## src/rtl/lpw_pkg.sv

```systemverilog
package lpw_pkg;

    // Default number of competing classes
    localparam int unsigned LPW_CLASSES_DEF = 10;
    // Default synchroniser depth per class input
    localparam int unsigned LPW_SYNC_DEF    = 2;

    // Whether the combined pulse was high on the previous sample
    typedef enum logic {
        WIN_IDLE = 1'b0,
        WIN_OPEN = 1'b1
    } win_phase_e;

endpackage

```

## src/rtl/lpw_sync.sv

```systemverilog
module lpw_sync #(
    parameter int unsigned W      = 10,
    parameter int unsigned STAGES = 2
) (
    input  logic         clk,
    input  logic         rst,
    input  logic [W-1:0] din,
    output logic [W-1:0] sync_o,
    output logic [W-1:0] last_o
);
    // One extra stage beyond the synchroniser holds the previous sample
    localparam int unsigned DEPTH = STAGES + 1;

    typedef struct packed {
        logic [DEPTH-1:0][W-1:0] pipe;
    } sync_state_t;

    sync_state_t st_d, st_q;

    always_comb begin
        st_d = st_q;
        st_d.pipe[0] = din;
        for (int i = 1; i < DEPTH; i++) begin
            st_d.pipe[i] = st_q.pipe[i-1];
        end
        if (rst) begin
            st_d = '0;
        end
    end

    always_ff @(posedge clk) begin
        st_q <= st_d;
    end

    assign sync_o = st_q.pipe[STAGES-1];
    assign last_o = st_q.pipe[STAGES];

endmodule

```

## src/rtl/lpw_or_tree.sv

```systemverilog
module lpw_or_tree #(
    parameter int unsigned W = 10
) (
    input  logic [W-1:0] leaves,
    output logic         root
);
    localparam int unsigned LEVELS = (W < 2) ? 1 : $clog2(W);
    localparam int unsigned PAD    = 1 << LEVELS;

    for (genvar l = 0; l <= LEVELS; l++) begin : level
        logic [(PAD >> l)-1:0] v;
        if (l == 0) begin : g_leaf
            for (genvar j = 0; j < PAD; j++) begin : g_bit
                if (j < W) begin : g_real
                    assign v[j] = leaves[j];
                end else begin : g_pad
                    assign v[j] = 1'b0;
                end
            end
        end else begin : g_node
            for (genvar j = 0; j < (PAD >> l); j++) begin : g_bit
                assign v[j] = level[l-1].v[2*j] | level[l-1].v[2*j+1];
            end
        end
    end

    assign root = level[LEVELS].v[0];

endmodule

```

## src/rtl/lpw_pick.sv

```systemverilog
module lpw_pick #(
    parameter int unsigned W = 10
) (
    input  logic [W-1:0] req,
    output logic [W-1:0] gnt
);
    localparam logic [W-1:0] ONE = {{(W-1){1'b0}}, 1'b1};

    // Isolate the lowest set bit: lowest index wins a tie
    assign gnt = req & (~req + ONE);

endmodule

```

## src/rtl/lpw_capture.sv

```systemverilog
module lpw_capture
    import lpw_pkg::*;
#(
    parameter int unsigned W = 10
) (
    input  logic         clk,
    input  logic         rst,
    input  logic [W-1:0] last_i,
    input  logic         any_i,
    output logic [W-1:0] winner_o,
    output logic         valid_o
);
    typedef struct packed {
        win_phase_e   phase;
        logic [W-1:0] winner;
        logic         valid;
    } cap_state_t;

    cap_state_t   st_d, st_q;
    logic [W-1:0] pick_gnt;
    logic         fall;

    lpw_pick #(.W(W)) u_pick (
        .req (last_i),
        .gnt (pick_gnt)
    );

    // Combined pulse was high on the last sample and is low now
    assign fall = (st_q.phase == WIN_OPEN) && !any_i;

    always_comb begin
        st_d       = st_q;
        st_d.valid = 1'b0;
        st_d.phase = any_i ? WIN_OPEN : WIN_IDLE;
        if (fall) begin
            st_d.winner = pick_gnt;
            st_d.valid  = 1'b1;
        end
        if (rst) begin
            st_d.phase  = WIN_IDLE;
            st_d.winner = '0;
            st_d.valid  = 1'b0;
        end
    end

    always_ff @(posedge clk) begin
        st_q <= st_d;
    end

    assign winner_o = st_q.winner;
    assign valid_o  = st_q.valid;

endmodule

```

## src/rtl/lpw_top.sv

```systemverilog
module lpw_top #(
    parameter int unsigned NUM_CLASSES = lpw_pkg::LPW_CLASSES_DEF,
    parameter int unsigned SYNC_STAGES = lpw_pkg::LPW_SYNC_DEF
) (
    input  logic                   clk,
    input  logic                   rst,
    input  logic [NUM_CLASSES-1:0] pulse_i,
    output logic [NUM_CLASSES-1:0] winner_o,
    output logic                   valid_o
);
    logic [NUM_CLASSES-1:0] sync_now;
    logic [NUM_CLASSES-1:0] sync_last;
    logic                   any_now;

    lpw_sync #(.W(NUM_CLASSES), .STAGES(SYNC_STAGES)) u_sync (
        .clk    (clk),
        .rst    (rst),
        .din    (pulse_i),
        .sync_o (sync_now),
        .last_o (sync_last)
    );

    lpw_or_tree #(.W(NUM_CLASSES)) u_or (
        .leaves (sync_now),
        .root   (any_now)
    );

    lpw_capture #(.W(NUM_CLASSES)) u_cap (
        .clk      (clk),
        .rst      (rst),
        .last_i   (sync_last),
        .any_i    (any_now),
        .winner_o (winner_o),
        .valid_o  (valid_o)
    );

endmodule

```

## config.mk

```make
export PLATFORM = sky130hd
export DESIGN_NAME = lpw_top
export DESIGN_NICKNAME = d
export VERILOG_FILES = /design/src/rtl/lpw_pkg.sv /design/src/rtl/lpw_sync.sv /design/src/rtl/lpw_or_tree.sv /design/src/rtl/lpw_pick.sv /design/src/rtl/lpw_capture.sv /design/src/rtl/lpw_top.sv
export SDC_FILE = /design/constraint.sdc
export NUM_CORES = 1
export LEC_CHECK = 0
export ABC_AREA = 1
export CORE_AREA = 2 2 54 56
export CTS_CLUSTER_SIZE = 25
export DETAILED_ROUTE_END_ITERATION = 8
export DIE_AREA = 0 0 56 58
export DONT_BUFFER_PORTS = 1
export PLACE_DENSITY_LB_ADDON = 0.15
export SETUP_SLACK_MARGIN = 0.2
export SYNTH_ARGS = -nofsm -noshare
export SYNTH_HDL_FRONTEND = slang
export SYNTH_SLANG_ARGS = --single-unit
```

## constraint.sdc

```tcl
create_clock -name clk -period 3.2 [get_ports clk]
set_clock_uncertainty 0.05 [all_clocks]
set_input_delay 0.8 -clock clk [delete_from_list [all_inputs] [get_ports clk]]
set_output_delay 0.8 -clock clk [all_outputs]
set_load 0.005 [all_outputs]
```

After elaboration in Yosys (flattened, before gate mapping)
Cells that the tools add are included.
Word-level totals
  register bits: 42
  input port bits: 12
  output and inout bits: 11
Operators by class
  multiplexer cells: 2
  add/subtract/negate cells: 1
  reductions and logical operators: 2
  bitwise operators: 11
Operators by type and width (count)
  adder 10 x 1 -> 10 bit (second input constant): 1
  AND 10 bit: 1
  inverter 10 bit: 1
  bitwise OR 1 bit: 9
  two-way mux 1 bit: 2
  logical AND 1 bit: 1
  logical NOT 1 bit: 1

Depth between registers and ports, before layout
Gate-level depths: netlist of the first run.
  depth in word-level cells: 7
  mapped depth: 8
  mapped depth without buffers: 7

Modules after synthesis
From an unflattened synthesis of the first run, not the netlist that was laid out.
Second synthesis, totals
  cells, all modules: 231
  area, all modules: 1810.5 um^2
By module, submodules not included
  lpw_sync: cells an instance 113, area an instance 1009.7 um^2, seq. area each 600.6 um^2, instances 1
  lpw_capture: cells an instance 80, area an instance 633.1 um^2, seq. area each 240.2 um^2, instances 1
  lpw_pick: cells an instance 29, area an instance 128.9 um^2, seq. area each 0.0 um^2, instances 1
  lpw_or_tree: cells an instance 9, area an instance 38.8 um^2, seq. area each 0.0 um^2, instances 1

Least setup slack after synthesis of the first run
No wires, ideal clock.
  kind: in2reg
  start: input port rst
  end: register u_cap.st_q[11] (netlist bit)
  slack: 1702 ps
  arrival: 1321 ps
  required time: 3022 ps
  path buffers: 2
  stages on the path: 3
  path through: clkbuf_1 > clkbuf_1 > nor2_1
RTL lines
  start: declaration: line lpw_top.sv:6  | input logic rst,
  end signal: assignment: line lpw_capture.sv:47  | st_q <= st_d;
  end: declaration: line lpw_capture.sv:19  | cap_state_t st_d, st_q;
No word-level cell between the ends.

Worst setup path in the final report of the first run
  start: register u_cap.st_q (netlist bit u_cap.winner_o[9])
  end: output port winner_o[9]
RTL lines
  end: declaration: line lpw_top.sv:8  | output logic [NUM_CLASSES-1:0] winner_o,
No word-level cell between the ends.

==> metrics.json, run 1 <==
{
  "outcome": "completed",
  "grt_first_pass_wirelength_um": 3400,
  "design.die.area_sq_um": 3250,
  "final_hpwl_dp_um": 1350,
  "top_level_ports": 23,
  "hold_viol": 0,
  "p_leak_nw": 0.772,
  "setup_slack_of_the_most_critical_reg_to_reg_path_ns": 1.90,
  "worst_ep_required_time_ns": 2.35,
  "final.setup.tns_ns": 0,
  "final_max_slew_viol_count": 0,
  "worst_pin_slew_ns": 0.368,
  "post_drt_via_cell_ratio": 4.38,
  "io_buffer_count": 0,
  "clock_period_minus_final_worst_setup_slack_ns": 1.57,
  "cts_tree": "built",
  "layout_worst_path_cycle_share_pct": 49.0,
  "timing.final.ws_setup_ns": 1.63,
  "worst_setup_path_end_kind": "primary output",
  "holdWs_ns": 0.355,
  "cts-root-to-sink-buffers": 2,
  "worst-path-stages": 0,
  "rsz0062_at_grt": "false",
  "number_of_global_route_vias_before_repair": 851,
  "critical_path.startpoint_type": "flip-flop",
  "post_cts.repair.setup_buffers": 0,
  "synth.top_cell.area_share_pct": 54.3,
  "finalSetupViolCount": 0,
  "starting_density_of_the_core_pct": 58.1,
  "synth-compound-area-share_pct": 0,
  "core_sq_um": 2660,
  "route.detailed.wl_per_inst_um": 8.47,
  "drt_first_pass_iters": 4,
  "ys_ff_latch": 42,
  "num_antenna_cells": 0,
  "postCtsResizedCells": 0,
  "routed-via-count": 1026,
  "chipHeight_um": 58,
  "relative_slew_margins_pct": 75.4,
  "sequential_to_total_area_share_from_yosys_stat_pct": 54.3,
  "worst_skew_pair.late_latency_ns": 0.34,
  "netlist_top_cells_area": "sky130_fd_sc_hd__dfxtp_1 54%, sky130_fd_sc_hd__nor2_1 15%, sky130_fd_sc_hd__inv_1 12%",
  "synthMuxAreaShare_pct": 0,
  "layout-area-overhead-vs-synth_pct": -0.162,
  "cts_inserted_buffers": 5,
  "synthesis_warnings": 0,
  "grt-ovfl-total": 0,
  "min_path_type": "flip-flop to flip-flop",
  "max_freq_ghz": 0.638,
  "dpl_worst_slack_ns": 1.83,
  "cts_hold_buf": 0,
  "drt-total-wl_um": 1980,
  "share_of_final_layout_standard_cells_stronger_than_drive_strength_1_pct": 4.93,
  "post_synth_xor_area_fraction_pct": 0,
  "grt_max_degree": 34,
  "power.density_nw_per_um2": 575,
  "floorplan.die.width_um": 56,
  "synth_adder_area_share_pct": 0,
  "floorplan.rows": 19,
  "holdPathStages": 2,
  "syn_inst": 210,
  "clock_tree.htree_level_count": 2,
  "post-layout-total-power_uw": 888,
  "ff2ff_path_depth": 6,
  "tritoncts_num_sinks": 42,
  "clk_pin_slew_worst_paths_ns": 0.12,
  "synth_cell_types": 13,
  "worst_path_fanout_max": 2,
  "numPlacedInstances": 226,
  "root_buffer": "sky130_fd_sc_hd__clkbuf_4",
  "detail-route-antenna-nets": 0,
  "timing.max_cap.violations": 0,
  "fin_nets": 214,
  "detail_route.drc_violations": 0,
  "yosys.area_share.simple_pct": 27.0,
  "avgSynthCellArea_sq_um": 7.37,
  "synth_top_family_by_area": "simple AND/OR/NAND/NOR gates",
  "finalNonFillerCells": 234,
  "place.gp.congestion": 0.782,
  "synthesis.nets": 222,
  "worst_ir_drop_vdd_v": 0.000448,
  "critPathArrivalTime_ns": 0.72,
  "gr-usage-all-layers_pct": 14.1,
  "yosysTopAreaCell": "sky130_fd_sc_hd__dfxtp_1",
  "critPathKind": "flip-flop to primary output",
  "drt-initial-drc-count": 46,
  "antenna_found_initial": 0,
  "netlist_area_sq_um": 1550
}
## metal layers
metal	wire [um]	track usage, %
met3	120	7.37
met4	42	7.14
met1	887	14.6
met5	0	0
met2	930	23.5
## sequential cells by signal (all words and copies together), names as in the netlist
| name | flops |
|---|---|
| u_cap.winner_o | 10 |
| u_cap.st_q | 1 |
| u_cap.valid_o | 1 |
| u_sync.st_q | 10 |
| u_sync.sync_o | 10 |
| u_sync.last_o | 10 |
## synth_stat cells, drive strengths merged
library cell	number
and3	1
inv	49
nand4	3
dfxtp	42
clkbuf	4
buf	11
nor2	63
nand3	9
nand2	27
clkinv	1
## worst paths after layout
| kind | start | end |
|---|---|---|
| setup / recovery | u_cap.winner_o[9] | winner_o[9] |
| hold reg to reg | u_sync.st_q[3] | u_sync.sync_o[3] |
| hold / removal | u_sync.st_q[3] | u_sync.sync_o[3] |
| setup reg to reg | u_sync.sync_o[5] | u_cap.winner_o[3] |
## final cells by class
| class | instances | area, sq um |
|---|---|---|
| clock buffer | 7 | 55.1 |
| clock inverter | 1 | 5.00 |
| fill | 252 | 1120 |
| inverter | 50 | 188 |
| multi-input combinational | 103 | 418 |
| sequential | 42 | 841 |
| tap | 31 | 38.8 |
## cells by family after synthesis
family	after synthesis
flops	42
buf+inv	65
simple gates	103
## placed cells by master (no fill, tap or decap)
| master | count |
|---|---|
| sky130_fd_sc_hd__and3_1 | 1 |
| sky130_fd_sc_hd__clkbuf_1 | 1 |
| sky130_fd_sc_hd__clkbuf_4 | 5 |
| sky130_fd_sc_hd__clkbuf_8 | 1 |
| sky130_fd_sc_hd__clkinv_1 | 1 |
| sky130_fd_sc_hd__clkinv_2 | 1 |
| sky130_fd_sc_hd__dfxtp_1 | 42 |
| sky130_fd_sc_hd__inv_1 | 49 |
| sky130_fd_sc_hd__nand2_1 | 27 |
| sky130_fd_sc_hd__nand3_1 | 8 |
| sky130_fd_sc_hd__nand3_2 | 1 |
| sky130_fd_sc_hd__nand4_1 | 3 |
| sky130_fd_sc_hd__nor2_1 | 61 |
| sky130_fd_sc_hd__nor2_2 | 2 |
## where the power goes
part	internal, mW	switching [mW]
Sequential	0.549	0.0141
Clock	0.107	0.157
Combinational	0.0238	0.0377
Total	0.679	0.209
## worst register-to-register path, cell delays in order (launching register included)
cell                      delay, ns
sky130_fd_sc_hd__dfxtp_1       0.33
sky130_fd_sc_hd__nor2_1        0.15
sky130_fd_sc_hd__nand2_1       0.08
sky130_fd_sc_hd__nor2_2        0.09
sky130_fd_sc_hd__nand3_2       0.26
sky130_fd_sc_hd__nor2_1        0.19
sky130_fd_sc_hd__nor2_1        0.06
## stage by stage
step / util [%] / cell area [sq um]
5_1_grt: 58.0 / 1550
3_5_place_dp: 55.8 / 1490
2_1_floorplan: - / 1550
4_1_cts: 58.0 / 1550
3_3_place_gp: 55.8 / 1490
6_report: 58.0 / 1550
(Power assumes the default switching activity.)
==> inputs of run 2 (changes only) <==
Settings changed: CORE_AREA 2 2 54 56 to 2 2 57 59, DIE_AREA 0 0 56 58 to 0 0 59 61.
Clock period 3.2 ns to 1.3 ns, I/O delays scaled along.
==> metrics.json, run 2 (synthesis results as in run 1) <==
{
  "final.setup.tns": {"value": 0, "unit": "ns", "change": "unchanged"},
  "starting_density_of_the_core": {"value": 52.4, "unit": "%", "change": "-5.7 points"},
  "relative_slew_margins": {"value": 57.8, "unit": "%", "change": "-18 points"},
  "num_antenna_cells": {"value": 0, "change": "unchanged"},
  "fin_nets": {"value": 229, "change": "+7.0%"},
  "min_path_type": "input pin to flip-flop",
  "chipHeight": {"value": 61, "unit": "um", "change": "+5.2%"},
  "antenna_found_initial": {"value": 0, "change": "unchanged"},
  "gr-usage-all-layers": {"value": 16.3, "unit": "%", "change": "+2.2 points"},
  "final_hpwl_dp": {"value": 1400, "unit": "um", "change": "+3.8%"},
  "most-common-layout-cells": "54 x sky130_fd_sc_hd__nor2_1, 48 x sky130_fd_sc_hd__inv_1, 23 x sky130_fd_sc_hd__dfxtp_1",
  "place.gp.congestion": {"value": 0.734, "change": "-6.1%"},
  "clock_tree.htree_level_count": {"value": 2, "change": "unchanged"},
  "critPathKind": "flip-flop to flip-flop",
  "finalSetupViolCount": {"value": 0, "change": "unchanged"},
  "critical-path-slowest-cell": "sky130_fd_sc_hd__dfxtp_2",
  "layout-area-overhead-vs-synth_pct": 15.3,
  "clk_pin_slew_worst_paths": {"value": 0.12, "unit": "ns", "change": "about the same"},
  "finalNonFillerCells": {"value": 251, "change": "+7.3%"},
  "root_buffer": "sky130_fd_sc_hd__clkbuf_4",
  "post_drt_via_cell_ratio": {"value": 4.42, "change": "+0.77%"},
  "drt-initial-drc-count": {"value": 51, "change": "+11%"},
  "design.die.area": {"value": 3600, "unit": "sq um", "change": "+11%"},
  "detail_route.drc_violations": {"value": 0, "change": "unchanged"},
  "max_freq_ghz": 0.807,
  "route.detailed.wl_per_inst": {"value": 9.49, "unit": "um", "change": "+12%"},
  "outcome": "completed",
  "number_of_global_route_vias_before_repair": {"value": 1053, "change": "+24%"},
  "power.density": {"value": 1290, "unit": "nW/um^2", "change": "+120%"},
  "cts_tree": "built",
  "grt-ovfl-total": {"value": 0, "change": "unchanged"},
  "most_common_cell_after_layout_fill_and_taps_aside": "sky130_fd_sc_hd__nor2_1",
  "core": {"value": 2950, "unit": "sq um", "change": "+11%"},
  "worst_ir_drop_vdd": {"value": 0.000727, "unit": "V", "change": "+62%"},
  "dpl-instance-area": {"value": 1520, "unit": "sq um", "change": "+2.2%"},
  "layout_worst_path_cycle_share_pct": 95.3,
  "rsz0062_at_grt": "true",
  "worst_setup_path_end_kind": "flip-flop",
  "tritoncts_num_sinks": {"value": 42, "change": "unchanged"},
  "worst-path-buf-inv": 0,
  "timing.max_cap.violations": {"value": 0, "change": "unchanged"},
  "grt_first_pass_wirelength": {"value": 4220, "unit": "um", "change": "+24%"},
  "final_design_area_no_fill": {"value": 1780, "unit": "sq um", "change": "+15%"},
  "numPlacedInstances": {"value": 231, "change": "+2.2%"},
  "critPathArrivalTime": {"value": 1.49, "unit": "ns", "change": "+0.77 ns"},
  "cts_inserted_buffers": {"value": 5, "change": "unchanged"},
  "share_of_final_layout_standard_cells_stronger_than_drive_strength_1": {"value": 21.6, "unit": "%", "change": "+17 points"},
  "critical_path.startpoint_type": "flip-flop",
  "critical-path-max-stage-delay_ns": 0.35,
  "top_level_ports": {"value": 23, "change": "unchanged"},
  "worst_pin_slew": {"value": 0.633, "unit": "ns", "change": "+0.265 ns"},
  "drt-total-wl": {"value": 2380, "unit": "um", "change": "+20%"},
  "worst_path_fanout_max": {"value": 8, "change": "+6"},
  "final_core_util": {"value": 60.4, "unit": "%", "change": "+2.4 points"},
  "top_cell_by_count_worst_path": "sky130_fd_sc_hd__nand2_2",
  "drt_first_pass_iters": {"value": 4, "change": "unchanged"},
  "timing.critical_path.cells": "nor2_4, nand2_2, nor2_4, nand3_4, nand2_2, nand2_2, nor2_2",
  "io_buffer_count": {"value": 0, "change": "unchanged"},
  "detail-route-antenna-nets": {"value": 0, "change": "unchanged"},
  "cts-root-to-sink-buffers": {"value": 2, "change": "unchanged"},
  "floorplan.rows": {"value": 20, "change": "+1"},
  "routed-via-count": {"value": 1109, "change": "+8.1%"},
  "floorplan.die.width": {"value": 59, "unit": "um", "change": "+5.4%"},
  "clock_period_minus_final_worst_setup_slack_ns": 1.24,
  "hold_viol": {"value": 0, "change": "unchanged"},
  "grt_max_degree": {"value": 19, "change": "-44%"},
  "crit_family": "simple AND/OR/NAND/NOR gates",
  "holdWs": {"value": 0.0252, "unit": "ns", "change": "-0.330 ns"},
  "final_max_slew_viol_count": {"value": 0, "change": "unchanged"},
  "p_leak": {"value": 0.868, "unit": "nW", "change": "+13%"},
  "worst_ep_required_time": {"value": 1.55, "unit": "ns", "change": "-0.80 ns"},
  "worst_skew_pair.late_latency": {"value": 0.36, "unit": "ns", "change": "+0.02 ns"}
}
run 2: cell count changes in the layout (fill, tap and decap cells not counted), sizes merged:
| cell | change |
|---|---|
| dlymetal6s4s | +1 |
| buf | +4 |
| dlygate4sd3 | +9 |
| nand3 | +1 |
run 2: layer usage:
metal	GRT usage [%]	share of wire [%]	vias up
met1	16.1	41	476
met2	28.9	51	24
met5	0	0	-
met3	7.04	5.2	8
met4	8.77	2.3	0
li1	-	-	601
run 2: area by class of cell:
type / count / area (sq um)
tap: 33 / 41.3
sequential: 42 / 865
multi-input combinational: 104 / 498
clock buffer: 7 / 55.1
fill: 276 / 1170
clock inverter: 1 / 5.00
inverter: 50 / 188
timing repair buffer: 14 / 133
run 2: repair_timing:
action | in CTS | in global routing
hold buffers | 15 | 2
gates resized for setup | 17 | 19
cloned | 1 | 0
endpoints found under the hold margin | 32 | 8
endpoints found under the setup margin | 21 | 46
pin swaps | 17 | 14
setup buffers | 0 | 1
run 2: worst reg2reg max path: cells and delay by family, from the launching register on:
kind / cells / cell delay (ns)
flip-flops: 1 / 0.35
AND/OR/NAND/NOR: 7 / 0.79
run 2: path summary, 6_finish.rpt:
check                           cells after the start             start                 to  slack [ns]
worst max-delay path                                7  u_sync.sync_o[4]  u_cap.winner_o[3]        0.06
worst min-delay path                                2        pulse_i[6]     u_sync.st_q[6]        0.03
worst max register to register                      7  u_sync.sync_o[4]  u_cap.winner_o[3]        0.06
worst min register to register                      2    u_sync.st_q[1]   u_sync.sync_o[1]        0.34
run 2: per-stage QoR:
| step | setup slack (ns) | power (mW) |
|---|---|---|
| 3_5_place_dp | 0.00496 | 1.59 |
| 3_3_place_gp | 0.0535 | 1.58 |
| 2_1_floorplan | 0.172 | 1.59 |
| 6_report | 0.0614 | 2.30 |
| 5_1_grt | -0.0134 | 2.43 |
| 4_1_cts | 0.0892 | 2.31 |
run 2: power breakdown:
part | internal (mW) | total [mW] | switching, mW | leakage (nW)
registers | 1.36 | 1.40 | 0.0386 | 0.353
clock network | 0.262 | 0.659 | 0.397 | 0.0353
logic | 0.105 | 0.243 | 0.138 | 0.480
==> inputs of run 3 (changes only) <==
Settings changed: GPL_ROUTABILITY_DRIVEN set to 0.
==> results of run 3 <==
No change in the layout: final DEF, timing and power equal those of run 2.
